===== src/rtl/wcc_pkg.sv =====
// Package: shared constants and register-group codes for the wake capture
// controller. Assumes banks of 32 lines and at most four banks per group.
package wcc_pkg;
    localparam int BANK_W   = 32;
    localparam int BIDX_W   = 2;
    localparam int EN_BIT   = 0;
    localparam int SRST_BIT = 1;

    typedef enum logic [3:0] {
        GRP_CTRL = 4'd0,
        GRP_MASK = 4'd1,
        GRP_MSET = 4'd2,
        GRP_MCLR = 4'd3,
        GRP_PSET = 4'd4,
        GRP_PCLR = 4'd5,
        GRP_SSET = 4'd6,
        GRP_SCLR = 4'd7,
        GRP_STAT = 4'd8,
        GRP_ACK  = 4'd9
    } grp_e;
endpackage


===== src/rtl/wcc_sync.sv =====
// Module: two-flop synchroniser for a vector of asynchronous inputs.
// Assumes each bit is independent; no multi-bit coherence is promised.
module wcc_sync #(
    parameter int W = 64
) (
    input  logic         clk,
    input  logic         rst_n,
    input  logic [W-1:0] d,
    output logic [W-1:0] q
);
    logic [W-1:0] stage1;

    // Two register stages with synchronous clear.
    always_ff @(posedge clk) begin
        if (!rst_n) begin
            stage1 <= '0;
            q      <= '0;
        end else begin
            stage1 <= d;
            q      <= stage1;
        end
    end
endmodule


===== src/rtl/wcc_detect.sv =====
// Module: per-line event detection. Turns a synchronised input into an
// active-level view using the polarity bit, then forms a capture pulse in
// edge mode (inactive to active) or level mode (active). The pulse is gated
// by mask and by the global enable. Assumes sync_in is already synchronised.
module wcc_detect #(
    parameter int W = 64
) (
    input  logic         clk,
    input  logic         rst_n,
    input  logic [W-1:0] sync_in,
    input  logic [W-1:0] mask,
    input  logic [W-1:0] pol,
    input  logic [W-1:0] sens,
    input  logic         enable,
    output logic [W-1:0] hit
);
    logic [W-1:0] prev_in;
    logic [W-1:0] act_now;
    logic [W-1:0] act_prev;

    // Keep the previous synchronised sample for transition detection.
    always_ff @(posedge clk) begin
        if (!rst_n) prev_in <= '0;
        else        prev_in <= sync_in;
    end

    // Combine polarity, sensitivity, mask and enable into the capture pulse.
    always_comb begin
        act_now  = ~(sync_in ^ pol);
        act_prev = ~(prev_in ^ pol);
        hit      = {W{enable}} & ~mask & act_now & (sens | ~act_prev);
    end
endmodule


===== src/rtl/wcc_regfile.sv =====
// Module: configuration registers. Per-bank mask, polarity and sensitivity
// with write-one-to-set and write-one-to-clear addresses, the control word,
// and decode of the acknowledge and soft-reset strobes. Assumes the caller
// passes wr_en only for aligned accesses.
module wcc_regfile
    import wcc_pkg::*;
#(
    parameter int NUM_BANKS = 2,
    localparam int NL = NUM_BANKS * BANK_W
) (
    input  logic              clk,
    input  logic              rst_n,
    input  logic              wr_en,
    input  grp_e              grp,
    input  logic [BIDX_W-1:0] bank,
    input  logic [BANK_W-1:0] wdata,
    output logic [NL-1:0]     mask,
    output logic [NL-1:0]     pol,
    output logic [NL-1:0]     sens,
    output logic [NL-1:0]     ack_vec,
    output logic              enable,
    output logic              srst
);
    // Control word: the enable bit is stored, the soft-reset bit is a pulse.
    always_ff @(posedge clk) begin
        if (!rst_n)
            enable <= 1'b0;
        else if (wr_en && grp == GRP_CTRL && bank == '0)
            enable <= wdata[EN_BIT];
    end

    assign srst = wr_en && grp == GRP_CTRL && bank == '0 && wdata[SRST_BIT];

    for (genvar b = 0; b < NUM_BANKS; b++) begin : g_bank
        localparam int LO = b * BANK_W;
        logic sel;
        assign sel = wr_en && (bank == BIDX_W'(b));

        // Set and clear writes to mask, polarity and sensitivity of this bank.
        always_ff @(posedge clk) begin
            if (!rst_n) begin
                mask[LO +: BANK_W] <= '1;
                pol[LO +: BANK_W]  <= '1;
                sens[LO +: BANK_W] <= '0;
            end else if (sel) begin
                case (grp)
                    GRP_MSET: mask[LO +: BANK_W] <= mask[LO +: BANK_W] | wdata;
                    GRP_MCLR: mask[LO +: BANK_W] <= mask[LO +: BANK_W] & ~wdata;
                    GRP_PSET: pol[LO +: BANK_W]  <= pol[LO +: BANK_W] | wdata;
                    GRP_PCLR: pol[LO +: BANK_W]  <= pol[LO +: BANK_W] & ~wdata;
                    GRP_SSET: sens[LO +: BANK_W] <= sens[LO +: BANK_W] | wdata;
                    GRP_SCLR: sens[LO +: BANK_W] <= sens[LO +: BANK_W] & ~wdata;
                    default: ;
                endcase
            end
        end

        // Acknowledge strobe for this bank, live only during the write cycle.
        assign ack_vec[LO +: BANK_W] = (sel && grp == GRP_ACK) ? wdata : '0;
    end
endmodule


===== src/rtl/wcc_capture.sv =====
// Module: sticky status latches. A capture pulse sets a bit, an acknowledge
// clears it unless a capture hits it in the same cycle, and the soft reset
// clears everything with top priority.
module wcc_capture #(
    parameter int W = 64
) (
    input  logic         clk,
    input  logic         rst_n,
    input  logic [W-1:0] hit,
    input  logic [W-1:0] ack_vec,
    input  logic         srst,
    output logic [W-1:0] status
);
    logic past_ok;

    // Status update: soft reset first, then acknowledge, then capture.
    always_ff @(posedge clk) begin
        if (!rst_n)    status <= '0;
        else if (srst) status <= '0;
        else           status <= (status & ~ack_vec) | hit;
    end

    // Marks cycles that have a valid previous cycle for the checks.
    always_ff @(posedge clk) begin
        if (!rst_n) past_ok <= 1'b0;
        else        past_ok <= 1'b1;
    end

    AST_ACK_CLEARS: assert property (@(posedge clk) disable iff (!rst_n)
        past_ok |-> ((status & $past(ack_vec & ~hit)) == '0));
    AST_CAPTURE_WINS: assert property (@(posedge clk) disable iff (!rst_n)
        (past_ok && !$past(srst)) |-> ((status & $past(hit)) == $past(hit)));
    AST_SRST_EMPTIES: assert property (@(posedge clk) disable iff (!rst_n)
        (past_ok && $past(srst)) |-> (status == '0));
endmodule


===== src/rtl/wake_capture_ctrl.sv =====
// Module: top of the sleep-mode wake interrupt capture controller. Decodes
// the single-cycle register bus, ties synchroniser, detector, register file
// and status latches together, and drives the read mux and wake request.
// Assumes NUM_BANKS is between 1 and 4 and that only aligned accesses are used.
module wake_capture_ctrl
    import wcc_pkg::*;
#(
    parameter int NUM_BANKS = 2,
    localparam int NL = NUM_BANKS * BANK_W
) (
    input  logic              clk,
    input  logic              rst_n,
    input  logic              bus_sel,
    input  logic              bus_wr,
    input  logic [7:0]        bus_addr,
    input  logic [BANK_W-1:0] bus_wdata,
    output logic [BANK_W-1:0] bus_rdata,
    input  logic [NL-1:0]     irq_in,
    output logic [NL-1:0]     status_vec,
    output logic              wake_req
);
    logic              aligned;
    grp_e              grp;
    logic [BIDX_W-1:0] bank;
    logic              bank_ok;
    logic              wr_en;
    logic [NL-1:0]     sync_in, mask, pol, sens, ack_vec, hit;
    logic              enable, srst;
    logic              past_ok;

    // Address decode into group and bank.
    always_comb begin
        aligned = (bus_addr[1:0] == 2'b00);
        grp     = grp_e'(bus_addr[7:4]);
        bank    = bus_addr[3:2];
        bank_ok = (int'(bank) < NUM_BANKS);
        wr_en   = bus_sel && bus_wr && aligned;
    end

    wcc_sync #(.W(NL)) u_sync (
        .clk(clk), .rst_n(rst_n), .d(irq_in), .q(sync_in)
    );

    wcc_regfile #(.NUM_BANKS(NUM_BANKS)) u_regs (
        .clk(clk), .rst_n(rst_n), .wr_en(wr_en), .grp(grp), .bank(bank),
        .wdata(bus_wdata), .mask(mask), .pol(pol), .sens(sens),
        .ack_vec(ack_vec), .enable(enable), .srst(srst)
    );

    wcc_detect #(.W(NL)) u_det (
        .clk(clk), .rst_n(rst_n), .sync_in(sync_in), .mask(mask), .pol(pol),
        .sens(sens), .enable(enable), .hit(hit)
    );

    wcc_capture #(.W(NL)) u_cap (
        .clk(clk), .rst_n(rst_n), .hit(hit), .ack_vec(ack_vec), .srst(srst),
        .status(status_vec)
    );

    // Read mux: combinational data for aligned reads of readable groups.
    always_comb begin
        bus_rdata = '0;
        if (bus_sel && !bus_wr && aligned) begin
            if (grp == GRP_CTRL) begin
                if (bank == '0) bus_rdata[EN_BIT] = enable;
            end else if (bank_ok) begin
                case (grp)
                    GRP_MASK: bus_rdata = mask[int'(bank)*BANK_W +: BANK_W];
                    GRP_PSET: bus_rdata = pol[int'(bank)*BANK_W +: BANK_W];
                    GRP_SSET: bus_rdata = sens[int'(bank)*BANK_W +: BANK_W];
                    GRP_STAT: bus_rdata = status_vec[int'(bank)*BANK_W +: BANK_W];
                    default:  bus_rdata = '0;
                endcase
            end
        end
    end

    // Wake request combines every captured line.
    assign wake_req = |status_vec;

    // Marks cycles that have a valid previous cycle for the checks.
    always_ff @(posedge clk) begin
        if (!rst_n) past_ok <= 1'b0;
        else        past_ok <= 1'b1;
    end

    AST_MASKED_STAYS_CLEAR: assert property (@(posedge clk) disable iff (!rst_n)
        past_ok |-> ((status_vec & ~$past(status_vec) & $past(mask)) == '0));
    AST_DISABLED_NO_CAPTURE: assert property (@(posedge clk) disable iff (!rst_n)
        (past_ok && !$past(enable)) |-> ((status_vec & ~$past(status_vec)) == '0));
    AST_RESET_ALL_MASKED: assert property (@(posedge clk)
        $past(!rst_n) |-> (mask == '1 && status_vec == '0 && !enable));
endmodule


===== config.mk =====
export PLATFORM = sky130hd
export DESIGN_NAME = wake_capture_ctrl
export DESIGN_NICKNAME = d
export VERILOG_FILES = /design/src/rtl/wcc_pkg.sv /design/src/rtl/wcc_sync.sv /design/src/rtl/wcc_detect.sv /design/src/rtl/wcc_regfile.sv /design/src/rtl/wcc_capture.sv /design/src/rtl/wake_capture_ctrl.sv
export SDC_FILE = /design/constraint.sdc
export NUM_CORES = 1
export LEC_CHECK = 0
export BUFFER_PORTS_ARGS = -buffer_cell sky130_fd_sc_hd__buf_4
export CAP_MARGIN = 5
export CORE_ASPECT_RATIO = 0.75
export CORE_MARGIN = 1.5
export CORE_UTILIZATION = 40
export CTS_CLUSTER_DIAMETER = 80
export DETAILED_ROUTE_END_ITERATION = 10
export GPL_TIMING_DRIVEN = 0
export PLACE_DENSITY = 0.7
export SYNTH_ARGS = -nofsm -noshare
export SYNTH_HDL_FRONTEND = slang
export SYNTH_SLANG_ARGS = --single-unit
export TNS_END_PERCENT = 100

===== constraint.sdc =====
create_clock -name clk -period 2 [get_ports clk]
set_input_delay 0.1 -clock clk [delete_from_list [all_inputs] [get_ports clk]]
set_output_delay 0.1 -clock clk [all_outputs]
set_load 0.03 [all_outputs]

Word-level counts from Yosys, hierarchy flattened
Cells that the tools add are included.

word-level totals
  register bits after elaboration = 449
  bits of input ports = 108
  output and inout bits = 97

cells by class
  order comparisons = 1
  multiplexer cells = 14
  equality and inequality tests = 10
  bitwise operators = 27
  reduce and logical (&&, ||, !) cells = 26
  shifts and indexed selects = 4

operators with widths
  kind                                                             count
  32-bit one-hot mux with 2 select lines                           6
  64-bit inverter                                                  5
  64-bit AND                                                       4
  64-bit by 8-bit variable part select with 32-bit output          4
  32-bit AND                                                       6
  32-bit OR                                                        6
  32-bit 2-to-1 mux                                                4
  64-bit OR                                                        2
  32-bit one-hot mux with 4 select lines                           1
  64-bit XOR                                                       2
  64-bit OR reduction                                              1
  32-bit inverter                                                  1
  31-bit 2-to-1 mux                                                1
  4-bit by 3-bit == test with 1-bit output, second input constant  4
  2-bit AND reduction                                              6
  1-bit logical AND                                                11
  4-bit by 2-bit == test with 1-bit output, second input constant  2
  4-bit == test, second input constant                             2
  2-bit nonzero test                                               3
  4-bit by 1-bit == test with 1-bit output, second input constant  1
  2-bit zero test                                                  2
  4-bit zero test                                                  1
  2-bit by 1-bit == test with 1-bit output, second input constant  1
  2-bit less-than comparator, second input constant                1
  4 further kinds                                                  5

Longest topological paths before layout
Gate-level depths: netlist (run 1).

  word-level depth = 8
  gate-level depth with buffers = 8

Cells and area by module
A second synthesis (run 1) with hierarchy kept.

unflattened totals
  cells, all modules = 2,285
  area total of the unflattened synthesis = 21,677.0 um^2

by module, submodules not included
  module             cells an instance  area each (um^2)  instances  sequential area each (um^2)
  wcc_regfile        998                8,958.6           1          3,863.7
  wcc_detect         398                3,877.5           1          1,281.2
  wcc_sync           270                3,550.9           1          2,562.5
  wcc_capture        264                2,658.8           1          1,281.2
  wake_capture_ctrl  355                2,631.3           1          0.0

Least setup slack after synthesis (run 1)
Ideal clock, no wire load.

  kind = input port to output port
  start point = input port bus_addr[6]
  end point = output port bus_rdata[17]
  cell stages on the path = 7
  arrival time = 2.032 ns
  setup slack = -0.132 ns
  cell sequence = buf_4 -> or3b_1 -> buf_2 -> a21oi_2 -> buf_2 -> nor2_1 -> o32ai_1

on the way
  word-level cells in the longest chain between the ends = 5
  elaborated cells on any way between the ends = 9

RTL lines
  element                                 line                     source
  start, declared                         wake_capture_ctrl.sv:15  input logic [7:0] bus_addr,
  4-bit == test (tied with other cells)   wake_capture_ctrl.sv:67  case (grp)
  32-bit one-hot mux with 4 select lines  wake_capture_ctrl.sv:67
  32-bit 2-to-1 mux                       wake_capture_ctrl.sv:66  end else if (bank_ok) begin
  31-bit 2-to-1 mux (*)                   wake_capture_ctrl.sv:64  if (grp == GRP_CTRL) begin
  32-bit 2-to-1 mux (*)                   wake_capture_ctrl.sv:63  if (bus_sel && !bus_wr && aligned) begin
  end, declared                           wake_capture_ctrl.sv:17  output logic [BANK_W-1:0] bus_rdata,

Every way passes the cells marked *; elsewhere a longest branch is shown, timed or not.

Worst setup path after layout (run 1)
  start point = register u_cap.status[27]
  end point = output port wake_req

on the way
  word-level cells in the longest chain between the ends = 1

RTL lines
  element                 line                     source
  start, declared         wcc_capture.sv:12        output logic [W-1:0] status
  start signal, assigned  wcc_capture.sv:20        else status <= (status & ~ack_vec) | hit;
  64-bit OR reduction     wake_capture_ctrl.sv:79  assign wake_req = |status_vec;
  end, declared           wake_capture_ctrl.sv:20  output logic wake_req

Every way passes these cells.

==> results of run 1 <==
path summary, 6_finish.rpt:
| kind | start | to | slack (ns) | cells after the start |
|---|---|---|---|---|
| setup reg to reg | u_regs.enable$_SDFFE_PN0P_ | u_cap.status[23]$_SDFF_PP0_ | 0.25 | 4 |
| hold / removal | bus_wdata[30] | flip-flop | 0.03 | 2 |
| hold reg to reg | u_sync.stage1[2]$_SDFF_PN0_ | u_sync.q[2]$_SDFF_PN0_ | 0.43 | 1 |
| setup / recovery | u_cap.status[27]$_SDFF_PP0_ | wake_req | -0.59 | 4 |
through the flow:
step | setup TNS (ns) | hold slack [ns]
global route | -2.74 | 0.0356
floorplan | -0.660 | 0.227
finish | -2.61 | 0.0308
global placement | -162.08 | 0.307
detailed placement | -173.84 | 0.311
CTS | -1.58 | 0.00383
metal layers:
| layer | vias up | GRT usage | routed length, microns |
|---|---|---|---|
| met2 | 1305 | 0.460 | 34500 |
| met4 | 2 | 0.139 | 3690 |
| met3 | 223 | 0.0942 | 10500 |
| met5 | - | 0 | 11 |
| li1 | 8588 | - | - |
| met1 | 9371 | 0.430 | 33500 |
cell usage in the layout (no fill, tap or decap), types with 8 or more instances in the layout:
| master | Yosys | final |
|---|---|---|
| a221o_1 | 36 | 36 |
| o22ai_2 | 0 | 8 |
| buf_6 | 6 | 35 |
| o21ai_0 | 64 | 64 |
| buf_4 | 2 | 196 |
| xor2_1 | 31 | 31 |
| a31oi_1 | 123 | 123 |
| nor2b_1 | 81 | 69 |
| buf_12 | 0 | 9 |
| clkbuf_16 | 0 | 51 |
| dfxtp_2 | 0 | 51 |
| clkbuf_1 | 156 | 128 |
| buf_2 | 35 | 31 |
| o2111ai_1 | 31 | 31 |
| nand2_1 | 202 | 201 |
| clkbuf_2 | 0 | 18 |
| nor2_1 | 9 | 8 |
| dlygate4sd3_1 | 0 | 91 |
| nand2b_1 | 97 | 97 |
| o22ai_1 | 80 | 69 |
| a21oi_4 | 0 | 10 |
| a21oi_1 | 260 | 240 |
| nand3b_1 | 65 | 65 |
| clkbuf_8 | 0 | 16 |
| and2_1 | 193 | 193 |
| a221oi_4 | 0 | 13 |
| o21bai_1 | 33 | 33 |
| mux2i_1 | 70 | 70 |
| xnor2_1 | 32 | 32 |
| inv_1 | 82 | 82 |
| a21oi_2 | 1 | 11 |
| nor4_1 | 17 | 9 |
| dfxtp_1 | 449 | 394 |
area by class of cell:
class	instances	area, sq um
clock buffer	66	1360
sequential	449	9070
tap	648	811
timing repair buffer	319	2840
multi-input combinational	1506	10300
clock inverter	18	195
inverter	82	308
fill	4477	22600
buffer	202	1140
logic make-up after synthesis:
group                  Yosys count  share of synthesized area
AO/OA/AOI/OAI                  674                      0.213
XOR/XNOR                        63                     0.0282
buffers and inverters          286                     0.0597
flip-flops                     449                      0.459
multiplexers                    70                     0.0358
AND/OR/NAND/NOR                699                      0.204
report_power, final:
part | switching [mW] | internal, mW
Sequential | 0.0847 | 9.09
Clock | 3.80 | 5.13
Combinational | 1.12 | 0.741
Total | 5.01 | 15.0
repair_timing:
action | CTS | global route
hold endpoints to repair | 112 | 0
gates resized for setup | 246 | 70
endpoints found under the setup margin | 73 | 80
hold buffers | 91 | 0
pin swaps | 64 | 61
buffers inserted | 16 | 13
gates cloned | 3 | 1
==> impl_metrics.yaml, run 1 <==
yosys:
  synth-main-ff-cell: "dfxtp_1"
  synth_cells: 2241
  synth_fp_nets: 2349
  yosysMostFrequentCell: "dfxtp_1"
  yosys-top-cells-count: "dfxtp_1 (449), a21oi_1 (260), nand2_1 (202), and2_1 (193), clkbuf_1 (156)"
  yosysSeqAreaShare: 0.459
  syn-cell-area_sq_um: 19600
  syn_area_per_cell_sq_um: 8.74
  synth_top_area_cell: "dfxtp_1"
  ys_ff_latch: 449
  synth.distinct_cells: 52
  synth_edf_count: 0
  yosys.area.top_type_share: 0.459
  yosys_warnings: 0
  synth.area.top_cells: "dfxtp_1 (46%), a21oi_1 (6.6%), and2_1 (6.2%)"
  async_flop_share: 0
timing:
  fin_ws_ns: -0.592
  max_freq_mhz: 386
  worst_slew_pin_slew_ns: 1.15
  final.period_utilization: 1.30
  setup_viol_count_final: 28
  grt_setup_unrepaired: "yes"
  skew_ns: 0.0253
  drv_slew: 0
  min_period_ns: 2.59
  hold_viol_final: 0
  relSlewSlack: 0.231
layout:
  antennaDiodeCount: 0
  drive_gt1_frac: 0.204
  nNetsFinal: 2714
  layout.cells.non_filler: 3290
  areaGrowthSynthToFinish_pct: 32.6
  stdcell_area_sq_um: 26000
  post-route-util: 0.535
detailed_routing:
  wl_per_cell_microns: 25.0
  num_vias: 19500
  ant_nets: 0
  drt_iter0_markers: 2810
  viasPerCell: 5.92
  wl_mm: 82.2
  drcViolationCount: 0
  dr.pass1.iters: 6
floorplanning:
  start_util: 0.404
  dieArea_sq_um: 50300
  boundaryPins: 205
  die_x_microns: 259
  core_sq_um: 48500
  die_h_microns: 195
  rows: 70
critical_path:
  crit_required_ns: 1.90
  path_max_fanout: 4
  arrival_ns: 2.49
  cp_cell_sequence: "nor4_4 -> nand4_1 -> or4_4 -> buf_6"
  cp_top_family: "simple AND/OR/NAND/NOR gates"
  path_class: "flip-flop to primary output"
  critPathCaptureType: "primary output"
  max_stage_delay_ns: 0.60
  cp_slowest_cell: "or4_4"
  cp_num_buf_inv: 1
  startpoint_type: "flip-flop"
cts:
  root_buffer: "clkbuf_16"
  clock_latency_ns: 0.57
  clockBufferDepth: 3
  htree_num_levels: 2
  cts_tree: "done"
  clock-sinks: 449
  path_clk_slew_ns: 0.07
  cts_buffers: 46
global_routing:
  grt-ovfl-total: 0
  antenna_found_initial: 1
  grt_pass1_wl_mm: 119
  track_usage: 0.316
  grt_pass1_vias: 18600
  grt_max_degree: 16
power_and_ir_drop:
  p_leak_nw: 11.1
  power_mw: 20.0
  ir_worst_vdd_v: 0.000547
  p_per_area_nw_per_um2: 769
place:
  dp_hpwl_mm: 59.3
  place_inst: 3086
  portBuffers: 197
  gp_congestion: 0.994
  dp_slack_ns: -0.948
  placed_area_sq_um: 21900
hold_path:
  hold_path.class: "input port to flip-flop"
run:
  maxCapViolCount: 0
run_status:
  failed_checks: "setup timing"
  status: "finished, violations left"
Power figures use the tool's default switching activity.
==> inputs of run 2 (changes only) <==
--- a/config.mk
+++ b/config.mk
@@ -5,7 +5,7 @@
 export SDC_FILE = /design/constraint.sdc
 export NUM_CORES = 1
 export LEC_CHECK = 0
-export BUFFER_PORTS_ARGS = -buffer_cell sky130_fd_sc_hd__buf_4
+export BUFFER_PORTS_ARGS = -buffer_cell sky130_fd_sc_hd__buf_2
 export CAP_MARGIN = 5
 export CORE_ASPECT_RATIO = 0.75
 export CORE_MARGIN = 1.5
==> run 2 against run 1 <==
Compared with the run above: the flow still finishes with violations (setup timing); first-iteration DRC count rose by 2.8%; combinational power fell by 2%; largest power group is now clock; cell count barely moved; core utilization fell by 0.73 points; sequential power barely moved; power rose by 1.3%; global-route usage rose by 0.14 points; sequential share of layout area rose by 0.44 points; non-clock buffer count rose by 1; fmax rose by 2.9%; register-to-register slack improved by 0.04 ns.
==> impl_metrics.yaml, run 2 (synthesis gave the netlist of run 1 again) <==
place:
  gp_congestion: 1.03
  place_inst: 3086
  dp_slack_ns: -1.02
  dp_hpwl_mm: 59.6
  portBuffers: 197
  placed_area_sq_um: 21500
layout:
  final_common_cell: "dfxtp_1"
  nFillCells: 4510
  stdcell_area_sq_um: 25600
  nNetsFinal: 2714
  layout_common_cells: "dfxtp_1 (403), a21oi_1 (241), nand2_1 (201)"
  post-route-util: 0.528
  drive_gt1_frac: 0.203
  layout.cells.non_filler: 3288
  areaGrowthSynthToFinish_pct: 30.8
timing:
  hold_viol_final: 0
  min_period_ns: 2.52
  worst_slew_pin_slew_ns: 1.06
  setup_viol_count_final: 29
  drv_slew: 0
  skew_ns: 0.0125
  max_freq_mhz: 397
  relSlewSlack: 0.296
  grt_setup_unrepaired: "yes"
  final.period_utilization: 1.26
  fin_ws_ns: -0.518
hold_path:
  hp-start: "bus_wdata[15]"
  hold_path.class: "input port to flip-flop"
detailed_routing:
  viasPerCell: 5.93
  drt_iter0_markers: 2889
  num_vias: 19500
  wl_mm: 82.9
  wl_per_cell_microns: 25.2
  drcViolationCount: 0
  ant_nets: 0
  dr.pass1.iters: 6
global_routing:
  grt_pass1_wl_mm: 119
  grt-ovfl-total: 0
  grt_max_degree: 15
  antenna_found_initial: 5
  track_usage: 0.317
  grt_pass1_vias: 18000
cts:
  clock-sinks: 449
  htree_num_levels: 2
  root_buffer: "clkbuf_16"
  path_clk_slew_ns: 0.07
  cts_buffers: 45
  clock_latency_ns: 0.57
  cts_tree: "done"
  clockBufferDepth: 3
critical_path:
  path_max_fanout: 2
  r2r_start: "u_regs.enable$_SDFFE_PN0P_"
  startpoint_type: "flip-flop"
  crit_required_ns: 1.90
  setup.worst_path.start: "u_cap.status[26]$_SDFF_PP0_"
  critPathCaptureType: "primary output"
  arrival_ns: 2.42
  path_class: "flip-flop to primary output"
floorplanning:
  die_h_microns: 195
  dieArea_sq_um: 50300
  die_x_microns: 259
  rows: 70
  start_util: 0.404
  core_sq_um: 48500
  boundaryPins: 205
power_and_ir_drop:
  p_leak_nw: 11.0
  ir_worst_vdd_v: 0.000729
  p_per_area_nw_per_um2: 790
run_status:
  failed_checks: "setup timing"
  status: "finished, violations left"
run:
  maxCapViolCount: 0
[run 2: changes by cell type in the layout (fill, tap and decap cells not counted), sizes merged]
cell	before	now
buf	276	284
bufinv	3	7
clkbuf	220	216
clkinv	8	9
clkinvlp	5	1
diode	0	1
dlygate4sd3	91	84
inv	84	83
[run 2: path summary, 6_finish.rpt]
check	endpoint	slack (ns)	depth (start not counted)
hold reg to reg	u_sync.q[28]$_SDFF_PN0_	0.43	1
hold / removal	u_cap.status[15]$_SDFF_PP0_	0.006	4
setup reg to reg	u_cap.status[23]$_SDFF_PP0_	0.29	4
setup / recovery	wake_req	-0.52	4
[run 2: per-layer routing]
metal / part of all wire / GRT usage / vias to the layer above
li1: - / - / 8597
met1: 0.42 / 0.444 / 9377
met2: 0.42 / 0.469 / 1325
met3: 0.12 / 0.0769 / 198
met4: 0.041 / 0.122 / 4
met5: 0.00030 / 0 / -
[run 2: stage by stage]
| stage | power, mW | setup TNS, ns | hold WS [ns] |
|---|---|---|---|
| final | 20.2 | -2.60 | 0.00567 |
| after global routing | 20.7 | -2.80 | 0.0243 |
| after CTS | 20.2 | -1.96 | 0.00157 |
| after detailed placement | 10.8 | -208.52 | 0.308 |
| after global placement | 10.8 | -185.92 | 0.305 |
| after floorplan | 10.1 | -0.660 | 0.227 |
[run 2: worst max-delay path: stages, from the launching register on]
cell and delay (ns):
dfxtp_4 0.36, nor4_4 0.51, nand4_1 0.21, or4_4 0.60, buf_6 0.17
[run 2: cell type report]
| class | count | area [sq um] | share of cell area |
|---|---|---|---|
| flip-flops and latches | 449 | 9060 | 0.354 |
| repair buffers | 320 | 2440 | 0.0953 |
| multi-input cells | 1506 | 10300 | 0.400 |
| well taps | 648 | 811 | 0.0317 |
| plain buffers | 202 | 1170 | 0.0457 |
| clock inverters | 18 | 272 | 0.0106 |
| clock buffers | 62 | 1300 | 0.0508 |
| inverters | 82 | 308 | 0.0120 |
| diodes | 1 | 2.50 | 0.0000977 |
[run 2: power by group]
group	switching (mW)	internal, mW	total (mW)	leakage (nW)
Combinational	1.13	0.689	1.82	6.59
Clock	3.78	5.45	9.24	0.778
Sequential	0.0821	9.09	9.17	3.65
Total	5.00	15.2	20.2	11.0
[run 2: repair_timing]
action                                 4_1_cts  5_1_grt
setup buffers                               22       14
setup endpoints to repair                  116       73
hold buffers                                84        0
gates resized for setup                    275       88
pin swaps                                   68       57
endpoints found under the hold margin      101        0
cloned                                       4        2
==> inputs of run 3 (changes only) <==
--- a/config.mk
+++ b/config.mk
@@ -14,6 +14,7 @@
 export DETAILED_ROUTE_END_ITERATION = 10
 export GPL_TIMING_DRIVEN = 0
 export PLACE_DENSITY = 0.7
+export SKIP_LAST_GASP = 1
 export SYNTH_ARGS = -nofsm -noshare
 export SYNTH_HDL_FRONTEND = slang
 export SYNTH_SLANG_ARGS = --single-unit
==> run 3 against run 2 <==
Compared with the run above: the flow still finishes with violations (setup timing); power about the same; first-iteration DRC count down 6.3%; combinational power about the same; sequential share of layout area about the same; fmax down 1.0%; largest power group unchanged.
==> impl_metrics.yaml, run 3 (synthesis gave the netlist of run 1 again) <==
detailed_routing:
  met3_length_mm: 10.4
  routed.top_layer: "met5"
  drcViolationCount: 0
  ant_nets: 0
  dr.pass1.iters: 10
  viasPerCell: 5.96
  routed-wl-met2_mm: 34.9
  m1WireLength_mm: 34.1
  drt_iter0_markers: 2706
  wl_per_cell_microns: 25.2
  wl_mm: 83.1
  num_vias: 19600
timing:
  hold_viol_final: 0
  final.period_utilization: 1.27
  skew_ns: 0.0130
  worst_slew_pin_slew_ns: 1.08
  max_freq_mhz: 393
  fin_ws_ns: -0.544
  setup_viol_count_final: 23
  grt_setup_unrepaired: "yes"
  timing.hold.ws_ns: 0.00992
  min_period_ns: 2.54
  relSlewSlack: 0.279
  drv_slew: 0
layout:
  drive_gt1_frac: 0.209
  layout_common_cells: "dfxtp_1 (398), a21oi_1 (241), nand2_1 (201)"
  final_common_cell: "dfxtp_1"
  nNetsFinal: 2718
  nFillCells: 4500
  stdcell_area_sq_um: 25600
  post-route-util: 0.528
  regArea_sq_um: 9070
  areaGrowthSynthToFinish_pct: 30.8
  layout.cells.non_filler: 3292
  multi_input_area_sq_um: 10200
critical_path:
  r2r_start: "u_regs.enable$_SDFFE_PN0P_"
  path_max_fanout: 4
  ff2ff_setup_slack_ns: 0.28
  max_stage_delay_ns: 0.61
  cp_num_buf_inv: 1
  arrival_ns: 2.44
  crit_required_ns: 1.90
  r2r_end: "u_cap.status[23]$_SDFF_PP0_"
  critPathCaptureType: "primary output"
  startpoint_type: "flip-flop"
  r2r_cells: 4
  cp_top_family: "simple AND/OR/NAND/NOR gates"
  cp_cell_sequence: "nor4_4 -> nand4_1 -> or4_4 -> buf_6"
  path_class: "flip-flop to primary output"
  cp_slowest_cell: "or4_4"
cts:
  clock-sinks: 449
  cts_tree: "done"
  root_buffer: "clkbuf_16"
  cts_buffers: 45
  path_clk_slew_ns: 0.06
  clock_latency_ns: 0.58
  clockBufferDepth: 3
  htree_num_levels: 2
floorplanning:
  dieArea_sq_um: 50300
  start_util: 0.404
  die_x_microns: 259
  boundaryPins: 205
  rows: 70
  die_h_microns: 195
  core_sq_um: 48500
global_routing:
  grt_max_degree: 15
  grt_pass1_vias: 18000
  antenna_found_initial: 3
  track_usage: 0.317
  grt-ovfl-total: 0
  grt_pass1_wl_mm: 119
run:
  maxCapViolCount: 0
power_and_ir_drop:
  power_mw: 20.2
  p_per_area_nw_per_um2: 790
  ir_worst_vdd_v: 0.000726
  p_leak_nw: 11.1
place:
  dp_hpwl_mm: 59.6
  portBuffers: 197
  place_inst: 3086
  gp_congestion: 1.03
  placed_area_sq_um: 21500
run_status:
  failed_checks: "setup timing"
  status: "finished, violations left"
hold_path:
  hold_path.class: "input port to flip-flop"
  holdPathEnd: "u_cap.status[48]$_SDFF_PP0_"
  hp-start: "bus_wdata[16]"
  min_path_cells: 4
[run 3: how the worst max path moves through the flow]
stage / end / slack, ns / cells after the start / startpoint
4_1_cts: wake_req / -0.49 / 4 / u_cap.status[26]$_SDFF_PP0_
3_3_place_gp: bus_rdata[24] / -1.05 / 8 / bus_addr[5]
6_report: wake_req / -0.54 / 4 / u_cap.status[28]$_SDFF_PP0_
3_5_place_dp: bus_rdata[24] / -1.02 / 8 / bus_addr[5]
5_1_grt: wake_req / -0.51 / 4 / u_cap.status[28]$_SDFF_PP0_
2_1_floorplan: bus_rdata[24] / -0.13 / 7 / bus_addr[6]
[run 3: area by class of cell]
class                           instances  share of cell area
Timing Repair Buffer                  325              0.0975
Inverter                               82              0.0120
Clock inverter                         18              0.0106
Tap cell                              648              0.0316
Sequential cell                       449               0.354
Buffer                                201              0.0445
Antenna cell                            1           0.0000976
Clock buffer                           62              0.0508
Multi-Input combinational cell       1506               0.399
[run 3: metal layers]
layer,vias up,track usage
met5,-,0
met4,4,0.122
met3,218,0.0758
met2,1365,0.468
met1,9432,0.445
li1,8593,-
[run 3: tightest hold or removal path: stages]
cell and delay (ns):
buf_2 0.09, inv_1 0.09, o21ai_0 0.18, a21oi_1 0.07
[run 3: metrics by stage]
stage                     TNS, ns  setup slack, ns
after detailed placement  -208.52            -1.02
after CTS                   -2.51           -0.486
after floorplan            -0.660           -0.132
final                       -1.66           -0.544
after global routing        -1.78           -0.512
after global placement    -185.92            -1.05
[run 3: timing repair]
item / CTS / global route
hold buffers: 84 / 0
hold endpoints to repair: 101 / 0
setup buffers: 22 / 19
cloned: 4 / 2
pin swaps: 64 / 55
setup endpoints to repair: 116 / 74
resized for setup: 262 / 112
[run 3: where the power goes]
part	internal, mW	switching (mW)
Clock	5.45	3.80
Combinational	0.684	1.13
Sequential	9.09	0.0819
